File: config.mk
export PLATFORM = sky130hd
export DESIGN_NAME = regtag_table
export DESIGN_NICKNAME = d
export VERILOG_FILES = /design/src/rtl/regtag_pkg.sv /design/src/rtl/regtag_slots.sv /design/src/rtl/regtag_seq.sv /design/src/rtl/regtag_array.sv /design/src/rtl/regtag_table.sv
export SDC_FILE = /design/constraint.sdc
export NUM_CORES = 1
export LEC_CHECK = 0
export BUFFER_PORTS_ARGS = -buffer_cell sky130_fd_sc_hd__buf_4
export CORE_MARGIN = 4
export CORE_UTILIZATION = 59
export DETAILED_ROUTE_END_ITERATION = 16
export GPL_ROUTABILITY_DRIVEN = 0
export PLACE_DENSITY_LB_ADDON = 0.1
export SKIP_CTS_REPAIR_TIMING = 1
export SLEW_MARGIN = 20
export SYNTH_ARGS = -nofsm -noshare
export SYNTH_HDL_FRONTEND = slang
export SYNTH_HIERARCHICAL = 1
export SYNTH_SLANG_ARGS = --single-unit
File: constraint.sdc
create_clock -name clk_i -period 4.4 [get_ports clk_i]
set_input_delay 0 -clock clk_i [delete_from_list [all_inputs] [get_ports clk_i]]
set_output_delay 0 -clock clk_i [all_outputs]
set_load 0.01 [all_outputs]
File: src/rtl/regtag_pkg.sv
package regtag_pkg;
  localparam int NUM_SLOTS = 16;
  localparam int NUM_REGS  = 32;
  localparam int NUM_FILES = 2;
  localparam int BANK_W    = 2;
  localparam int SLOT_W    = $clog2(NUM_SLOTS);
  localparam int REG_W     = $clog2(NUM_REGS);
  localparam int STEP_W    = $clog2(NUM_SLOTS + 1);

  typedef struct packed {
    logic              en;
    logic              vec;
    logic              packd;
    logic [BANK_W-1:0] bank;
  } tag_t;

  typedef struct packed {
    logic              used;
    logic              file;
    logic [REG_W-1:0]  key;
    logic              vec;
    logic              packd;
    logic [BANK_W-1:0] bank;
  } slot_t;
endpackage

File: src/rtl/regtag_slots.sv
module regtag_slots
  import regtag_pkg::*;
(
  input  logic              clk_i,
  input  logic              rst_ni,
  input  logic              we_i,
  input  logic [SLOT_W-1:0] wr_idx_i,
  input  slot_t             wr_slot_i,
  input  logic [SLOT_W-1:0] rd_idx_i,
  output slot_t             rd_slot_o
);
  slot_t slot_q [NUM_SLOTS];

  always_ff @(posedge clk_i or negedge rst_ni) begin
    if (!rst_ni) begin
      for (int i = 0; i < NUM_SLOTS; i++) slot_q[i] <= '0;
    end else if (we_i) begin
      slot_q[wr_idx_i] <= wr_slot_i;
    end
  end

  assign rd_slot_o = slot_q[rd_idx_i];
endmodule

File: src/rtl/regtag_seq.sv
module regtag_seq
  import regtag_pkg::*;
(
  input  logic              clk_i,
  input  logic              rst_ni,
  input  logic              start_i,
  output logic              busy_o,
  output logic              clear_o,
  output logic              apply_o,
  output logic [SLOT_W-1:0] slot_idx_o
);
  localparam logic [STEP_W-1:0] LAST_STEP = STEP_W'(NUM_SLOTS);

  logic              busy_q;
  logic [STEP_W-1:0] step_q;

  // step 0 wipes, steps 1..NUM_SLOTS apply slot step-1
  always_ff @(posedge clk_i or negedge rst_ni) begin
    if (!rst_ni) begin
      busy_q <= 1'b0;
      step_q <= '0;
    end else if (!busy_q) begin
      if (start_i) begin
        busy_q <= 1'b1;
        step_q <= '0;
      end
    end else if (step_q == LAST_STEP) begin
      busy_q <= 1'b0;
    end else begin
      step_q <= step_q + STEP_W'(1);
    end
  end

  logic [STEP_W-1:0] idx_w;
  assign idx_w      = step_q - STEP_W'(1);
  assign busy_o     = busy_q;
  assign clear_o    = busy_q && (step_q == '0);
  assign apply_o    = busy_q && (step_q != '0);
  assign slot_idx_o = idx_w[SLOT_W-1:0];
endmodule

File: src/rtl/regtag_array.sv
module regtag_array
  import regtag_pkg::*;
#(
  parameter bit FILE_SEL = 1'b0
) (
  input  logic             clk_i,
  input  logic             rst_ni,
  input  logic             clear_i,
  input  logic             apply_i,
  input  slot_t            slot_i,
  input  logic [REG_W-1:0] rd_idx_i,
  output tag_t             rd_tag_o
);
  tag_t ent_q [NUM_REGS];
  logic hit;

  assign hit = apply_i && slot_i.used && (slot_i.file == FILE_SEL) && (slot_i.bank == '0);

  always_ff @(posedge clk_i or negedge rst_ni) begin
    if (!rst_ni) begin
      for (int i = 0; i < NUM_REGS; i++) ent_q[i] <= '0;
    end else if (clear_i) begin
      for (int i = 0; i < NUM_REGS; i++) ent_q[i] <= '0;
    end else if (hit) begin
      ent_q[slot_i.key] <= '{en: 1'b1, vec: slot_i.vec, packd: slot_i.packd, bank: slot_i.bank};
    end
  end

  assign rd_tag_o = ent_q[rd_idx_i];
endmodule

File: src/rtl/regtag_table.sv
module regtag_table
  import regtag_pkg::*;
(
  input  logic              clk_i,
  input  logic              rst_ni,
  input  logic              cfg_we_i,
  input  logic [SLOT_W-1:0] cfg_slot_i,
  input  logic              cfg_used_i,
  input  logic              cfg_file_i,
  input  logic [REG_W-1:0]  cfg_key_i,
  input  logic              cfg_vec_i,
  input  logic              cfg_packed_i,
  input  logic [BANK_W-1:0] cfg_bank_i,
  input  logic              commit_i,
  output logic              busy_o,
  output logic              bank_err_o,
  input  logic              lk_file_i,
  input  logic [REG_W-1:0]  lk_reg_i,
  output logic              lk_enabled_o,
  output logic              lk_vec_o,
  output logic              lk_packed_o,
  output logic [BANK_W-1:0] lk_bank_o
);
  logic              busy, clear, apply;
  logic [SLOT_W-1:0] cur_idx;
  slot_t             wr_slot, cur_slot;
  tag_t              rd_tag [NUM_FILES];
  tag_t              lk_tag;
  logic              err_q;

  assign wr_slot = '{used: cfg_used_i, file: cfg_file_i, key: cfg_key_i,
                     vec: cfg_vec_i, packd: cfg_packed_i, bank: cfg_bank_i};

  regtag_seq u_seq (
    .clk_i      (clk_i),
    .rst_ni     (rst_ni),
    .start_i    (commit_i),
    .busy_o     (busy),
    .clear_o    (clear),
    .apply_o    (apply),
    .slot_idx_o (cur_idx)
  );

  regtag_slots u_slots (
    .clk_i     (clk_i),
    .rst_ni    (rst_ni),
    .we_i      (cfg_we_i && !busy),
    .wr_idx_i  (cfg_slot_i),
    .wr_slot_i (wr_slot),
    .rd_idx_i  (cur_idx),
    .rd_slot_o (cur_slot)
  );

  for (genvar f = 0; f < NUM_FILES; f++) begin : g_file
    regtag_array #(.FILE_SEL(f[0])) u_arr (
      .clk_i    (clk_i),
      .rst_ni   (rst_ni),
      .clear_i  (clear),
      .apply_i  (apply),
      .slot_i   (cur_slot),
      .rd_idx_i (lk_reg_i),
      .rd_tag_o (rd_tag[f])
    );
  end

  always_ff @(posedge clk_i or negedge rst_ni) begin
    if (!rst_ni)                                          err_q <= 1'b0;
    else if (apply && cur_slot.used && cur_slot.bank != '0) err_q <= 1'b1;
  end

  assign lk_tag       = busy ? '0 : rd_tag[lk_file_i];
  assign busy_o       = busy;
  assign bank_err_o   = err_q;
  assign lk_enabled_o = lk_tag.en;
  assign lk_vec_o     = lk_tag.vec;
  assign lk_packed_o  = lk_tag.packd;
  assign lk_bank_o    = lk_tag.bank;
endmodule

Word-level counts from Yosys, hierarchy flattened
Cells that the tools add are included.
{"block": "op_classes", "add_sub_neg": 2, "multipliers": 0, "n_div": 0, "n_lt_le_gt_ge": 7, "n_eq_ne": 2, "n_shift": 0, "muxes": 30, "bitwise_logic": 6, "n_reduce_logical": 20}
{"operator": "$mux 160", "count": 4}
{"operator": "$bwmux 160", "count": 2}
{"operator": "$bwmux 176", "count": 1}
{"operator": "$mux 5", "count": 12}
{"operator": "$bmux 5 s5", "count": 2}
{"operator": "$bmux 11 s4", "count": 1}
{"operator": "$demux 11 s4", "count": 1}
{"operator": "$mux 11", "count": 3}
{"operator": "$demux 5 s5", "count": 1}
{"operator": "$ge 6x6->1 const B", "count": 2}
{"operator": "$not 5->6", "count": 2}
{"operator": "$logic_and 1x1->1", "count": 11}
{"operator": "$ge 5x5->1 const B", "count": 2}
{"operator": "$not 4->5", "count": 2}
{"operator": "$reduce_bool 2->1", "count": 4}
{"operator": "$lt 6x1->1 const B", "count": 1}
{"operator": "$add 5x1->5 const B", "count": 1}
{"operator": "$eq 5x5->1 const B", "count": 1}
{"operator": "$logic_not 5->1", "count": 1}
{"operator": "$lt 5x1->1 const B", "count": 1}
{"operator": "$reduce_bool 5->1", "count": 1}
{"operator": "$sub 4x1->4 const B", "count": 1}
{"operator": "$mux 1", "count": 3}
{"operator": "$ge 2x2->1 const B", "count": 1}
{"operator": "other kinds (6)", "count": 6}
{"block": "word_totals", "regBits": 503, "latch_bits": 0, "mem_bits_rw": 0, "romBits": 0, "output_inout_bits": 7, "elab_cells": 422, "mem_count": 0}

Longest topological paths before layout
{"block": "depth", "word_depth": 13, "mapped_depth": 14}

Modules after synthesis
The synthesis kept the hierarchy.
{"mod": "regtag_slots", "n_inst": 1, "cells_each": 498, "area_each_um2": 8020.2, "seq_area_each_um2": 4404.2}
{"mod": "regtag_array (g_file[1].u_arr)", "n_inst": 1, "cells_each": 685, "area_each_um2": 7890.1, "seq_area_each_um2": 4003.8}
{"mod": "regtag_array (g_file[0].u_arr)", "n_inst": 1, "cells_each": 592, "area_each_um2": 7616.1, "seq_area_each_um2": 4003.8}
{"mod": "regtag_seq", "n_inst": 1, "cells_each": 40, "area_each_um2": 395.4, "seq_area_each_um2": 150.1}
{"mod": "regtag_table", "n_inst": 1, "cells_each": 15, "area_each_um2": 125.1, "seq_area_each_um2": 25.0}

Least setup slack after synthesis
Ideal clock, no wire load.
{"block": "synth_timing", "path_type": "register to register", "startpoint": "register u_seq.step_q[0]", "endpoint": "register g_file[0].u_arr/ent_q[117] (netlist bit)", "setup_ns": 0.132, "arrival_time_ns": 3.332, "required_ns": 4.268, "slack_ns": 0.936, "stages_incl_launch_ff": 14, "path_cell_list": "dfrtp_1 -> inv_1 -> ha_1 -> inv_1 -> buf_2 -> clkbuf_1 -> mux4_2 -> a22oi_1 -> nand2_1 -> nand4bb_1 -> clkbuf_1 -> nor4_2 -> mux2i_1 -> nor2_1"}
{"item": "from (decl)", "line": "regtag_seq.sv:15", "source": "logic [STEP_W-1:0] step_q;"}
{"item": "from (signal assigned)", "line": "regtag_seq.sv:30", "source": "step_q <= step_q + STEP_W'(1);"}
{"item": "to (signal, indexed assignment)", "line": "regtag_array.sv:25", "source": "ent_q[slot_i.key] <= '{en: 1'b1, vec: slot_i.vec, packd: slot_i.packd, bank: slot_i.bank};"}
{"item": "to (decl)", "line": "regtag_array.sv:14", "source": "tag_t ent_q [NUM_REGS];"}

==> impl_results.md <==
- Status: complete, no violations
- Cts bufs inserted: 52
- Vias in the first global route: 16,400
- HP Class: in -> async
- DIE AREA: 44,100 um2
- CTS Sinks: 503
- Avg Cell Area, Syn: 13.1 um2
- Fmax: 0.247 GHz
- CP Launch Type: register
- Reg2Reg Depth: 11
- Peak supply drop: 0.479 mV
- Endpoint class of the critical path: register
- Ys flop type: dfrtp_1
- Layout cells sized above 1: 29.2%
- Final hold vios: 0
- Initial antenna violation count: 0
- CORE AREA: 40,000 um2
- Clk buf depth: 3
- RSZ-0062 raised after global routing: no
- Syn_nets: 1,858
- TritonCTS clock tree: yes
- Final-report max-slew violation count: 0
- Antenna cells: 0
- Post-synth top cells: dfrtp_1 (503), nor2_1 (164), mux2_2 (158)
- Slew headroom: 31.0%
- Fin util: 66.8%
- Cell Pwr Density: 543 nW/um2
- Final setup fails: 0
- Worst Skew: 25.2 ps
- Largest cells by area after synthesis: dfrtp_1 (52%), mux4_2 (13%), mux2_2 (7.4%), nor3b_1 (4.1%), mux2i_1 (2.9%)
- Hold slack: 45.8 ps
- Largest stage delay, worst path: 710 ps
- DRT iter0 DRCs: 1,509
- Share of flip-flops with an asynchronous set or reset: 100%
- Synthesis-to-finish area growth: 11.1%
- EDFF count, synth: 0
- Worst Setup Path Type: reg -> reg
- Clk slew on worst S/H paths: 60 ps
- P_leak: 12.1 nW
- Post-synth cell types: 52
- Routed via count: 15,500
- Htree depth: 2
- Maxcap violations: 0
- Worst Path Arrival: 4470 ps
- Nets: 1,829
- Final wirelength: 57.5 mm
- Crit path cell chain: inv_2 -> ha_1 -> inv_2 -> buf_4 -> mux4_2 -> a22oi_1 -> nand2_1 -> or3_1 -> nor4_2 -> mux2i_1 -> nor2_1
- Worst-Margin Slew: 1030 ps
- Starting density of the core: 60.1%
- Final HPWL DP: 34.8 mm
- GRT Util Overall: 26.6%
- Row Count: 73
- Grt total ovfl: 0
- First-pass GRT wire length: 93.8 mm
- Avg WL per Cell: 24.3 um
- Most common cell on crit path: inv_2
- Largest net degree at the start of global routing: 197
- Die W: 210 um
- Final period utilization: 91.9%
- Overall power: 14.5 mW
- Gate Count Post-Synth: 1,830
- Final Critical Period: 4040 ps
- TritonRoute pass-1 iters: 5
- Clock tree root driver cell: clkbuf_16
- Setup TNS: 0 ps
- Sequential element share of the synthesized area: 52.3%
- Clk Latency, worst-skew pair: 600 ps
- Slowest library cell on the worst path: or3_1
- Vias per Instance: 6.53
- Port Buffers: 31
- Req. time, crit path: 4830 ps
- Most area-hungry cell type in the Yosys netlist: dfrtp_1
- Synth warn: 6
- Count leader, synth: dfrtp_1
- ANT nets after route: 0
- # IOs: 32
- Drc violations: 0
- Post-Syn Area: 24,000 um2
- Yosys top cell area share: 52.3%
- Seq cells post-synth: 503
- Die extent in y: 210 um
- Crit Path Max Fanout: 11
layout by cell type, fill, tap and decap left out, drive strengths merged, types with 22 or more instances in the layout:
cell	n
a21oi	81
a31oi	32
nand4	81
o31ai	64
mux2i	70
buf	93
clkbuf	76
nor3	34
nor3b	131
nand2	28
nor2	165
dfrtp	503
mux2	186
a22oi	22
mux4	144
registers in the layout, summed over array words and instances, names as in the netlist:
| signal | flops |
|---|---|
| g_file.u_arr/ent_q | 320 |
| bank_err_o | 1 |
| u_seq/step_q | 5 |
| u_seq/busy_o | 1 |
| u_slots/slot_q | 176 |
final timing paths:
kind	from	endpoint	slack, ps
min in group clk_i	cfg_slot_i[1]	u_slots/slot_q[46]$_DFFE_PN0P_	120
max	u_seq/step_q[0]$_DFFE_PN0P_	g_file[0].u_arr/ent_q[158]$_DFFE_PN0P_	360
min	rst_ni	g_file[0].u_arr/ent_q[96]$_DFFE_PN0P_	50
max reg2reg	u_seq/step_q[0]$_DFFE_PN0P_	g_file[0].u_arr/ent_q[158]$_DFFE_PN0P_	360
max in group asynchronous	rst_ni	u_slots/slot_q[22]$_DFFE_PN0P_	3110
min reg2reg	u_slots/slot_q[61]$_DFFE_PN0P_	u_slots/slot_q[61]$_DFFE_PN0P_	480
report_power, final:
part | internal, mW | switching [mW] | total, mW
clock network | 2.79 | 1.81 | 4.60
logic | 1.46 | 3.14 | 4.60
registers | 5.04 | 0.253 | 5.29
metal layers:
metal	GRT usage, %	wire length [um]	part of all wire (%)	vias to the layer above
li1	-	-	-	6781
met2	43.5	28500	50	461
met3	4.68	2930	5.1	95
met1	38.0	24800	43	8119
met4	6.44	1260	2.2	0
met5	0	0	0	-
layout make-up:
type | instances | area (um2)
well taps | 525 | 657
repair buffers | 106 | 948
fillers | 2904 | 13300
flip-flops and latches | 503 | 12600
multi-input cells | 1118 | 10600
clock buffers | 76 | 1550
inverters | 20 | 75.1
clock inverters | 19 | 255
critical path, delay by kind of cell, from the launching register on:
family | cells | cell delay (ps)
and+or+nand+nor | 4 | 1720
buffers and inverters | 3 | 570
muxes | 2 | 560
DFF | 1 | 400
AOI/OAI and AO/OA | 1 | 330
adders and majority gates | 1 | 300
cell families after synthesis:
family                   after synthesis  share of synthesized area [%]
XOR/XNOR                               3                          0.109
multiplexers                         400                           25.4
AO/OA/AOI/OAI                        207                           5.46
buffers and inverters                209                           3.69
adder cells (fa/ha/maj)                3                          0.156
AND/OR/NAND/NOR                      505                           12.8
flip-flops                           503                           52.3
through the flow:
step | std cells | area (um2) | setup slack (ps)
after global placement | 2259 | 24800 | 418
after CTS | 2354 | 26600 | 324
after floorplan | 1830 | 24000 | 936
final | 2367 | 26700 | 358
after global routing | 2367 | 26700 | 60.3
after detailed placement | 2259 | 24800 | 328
Note: power is estimated with default switching activity, not from simulation.
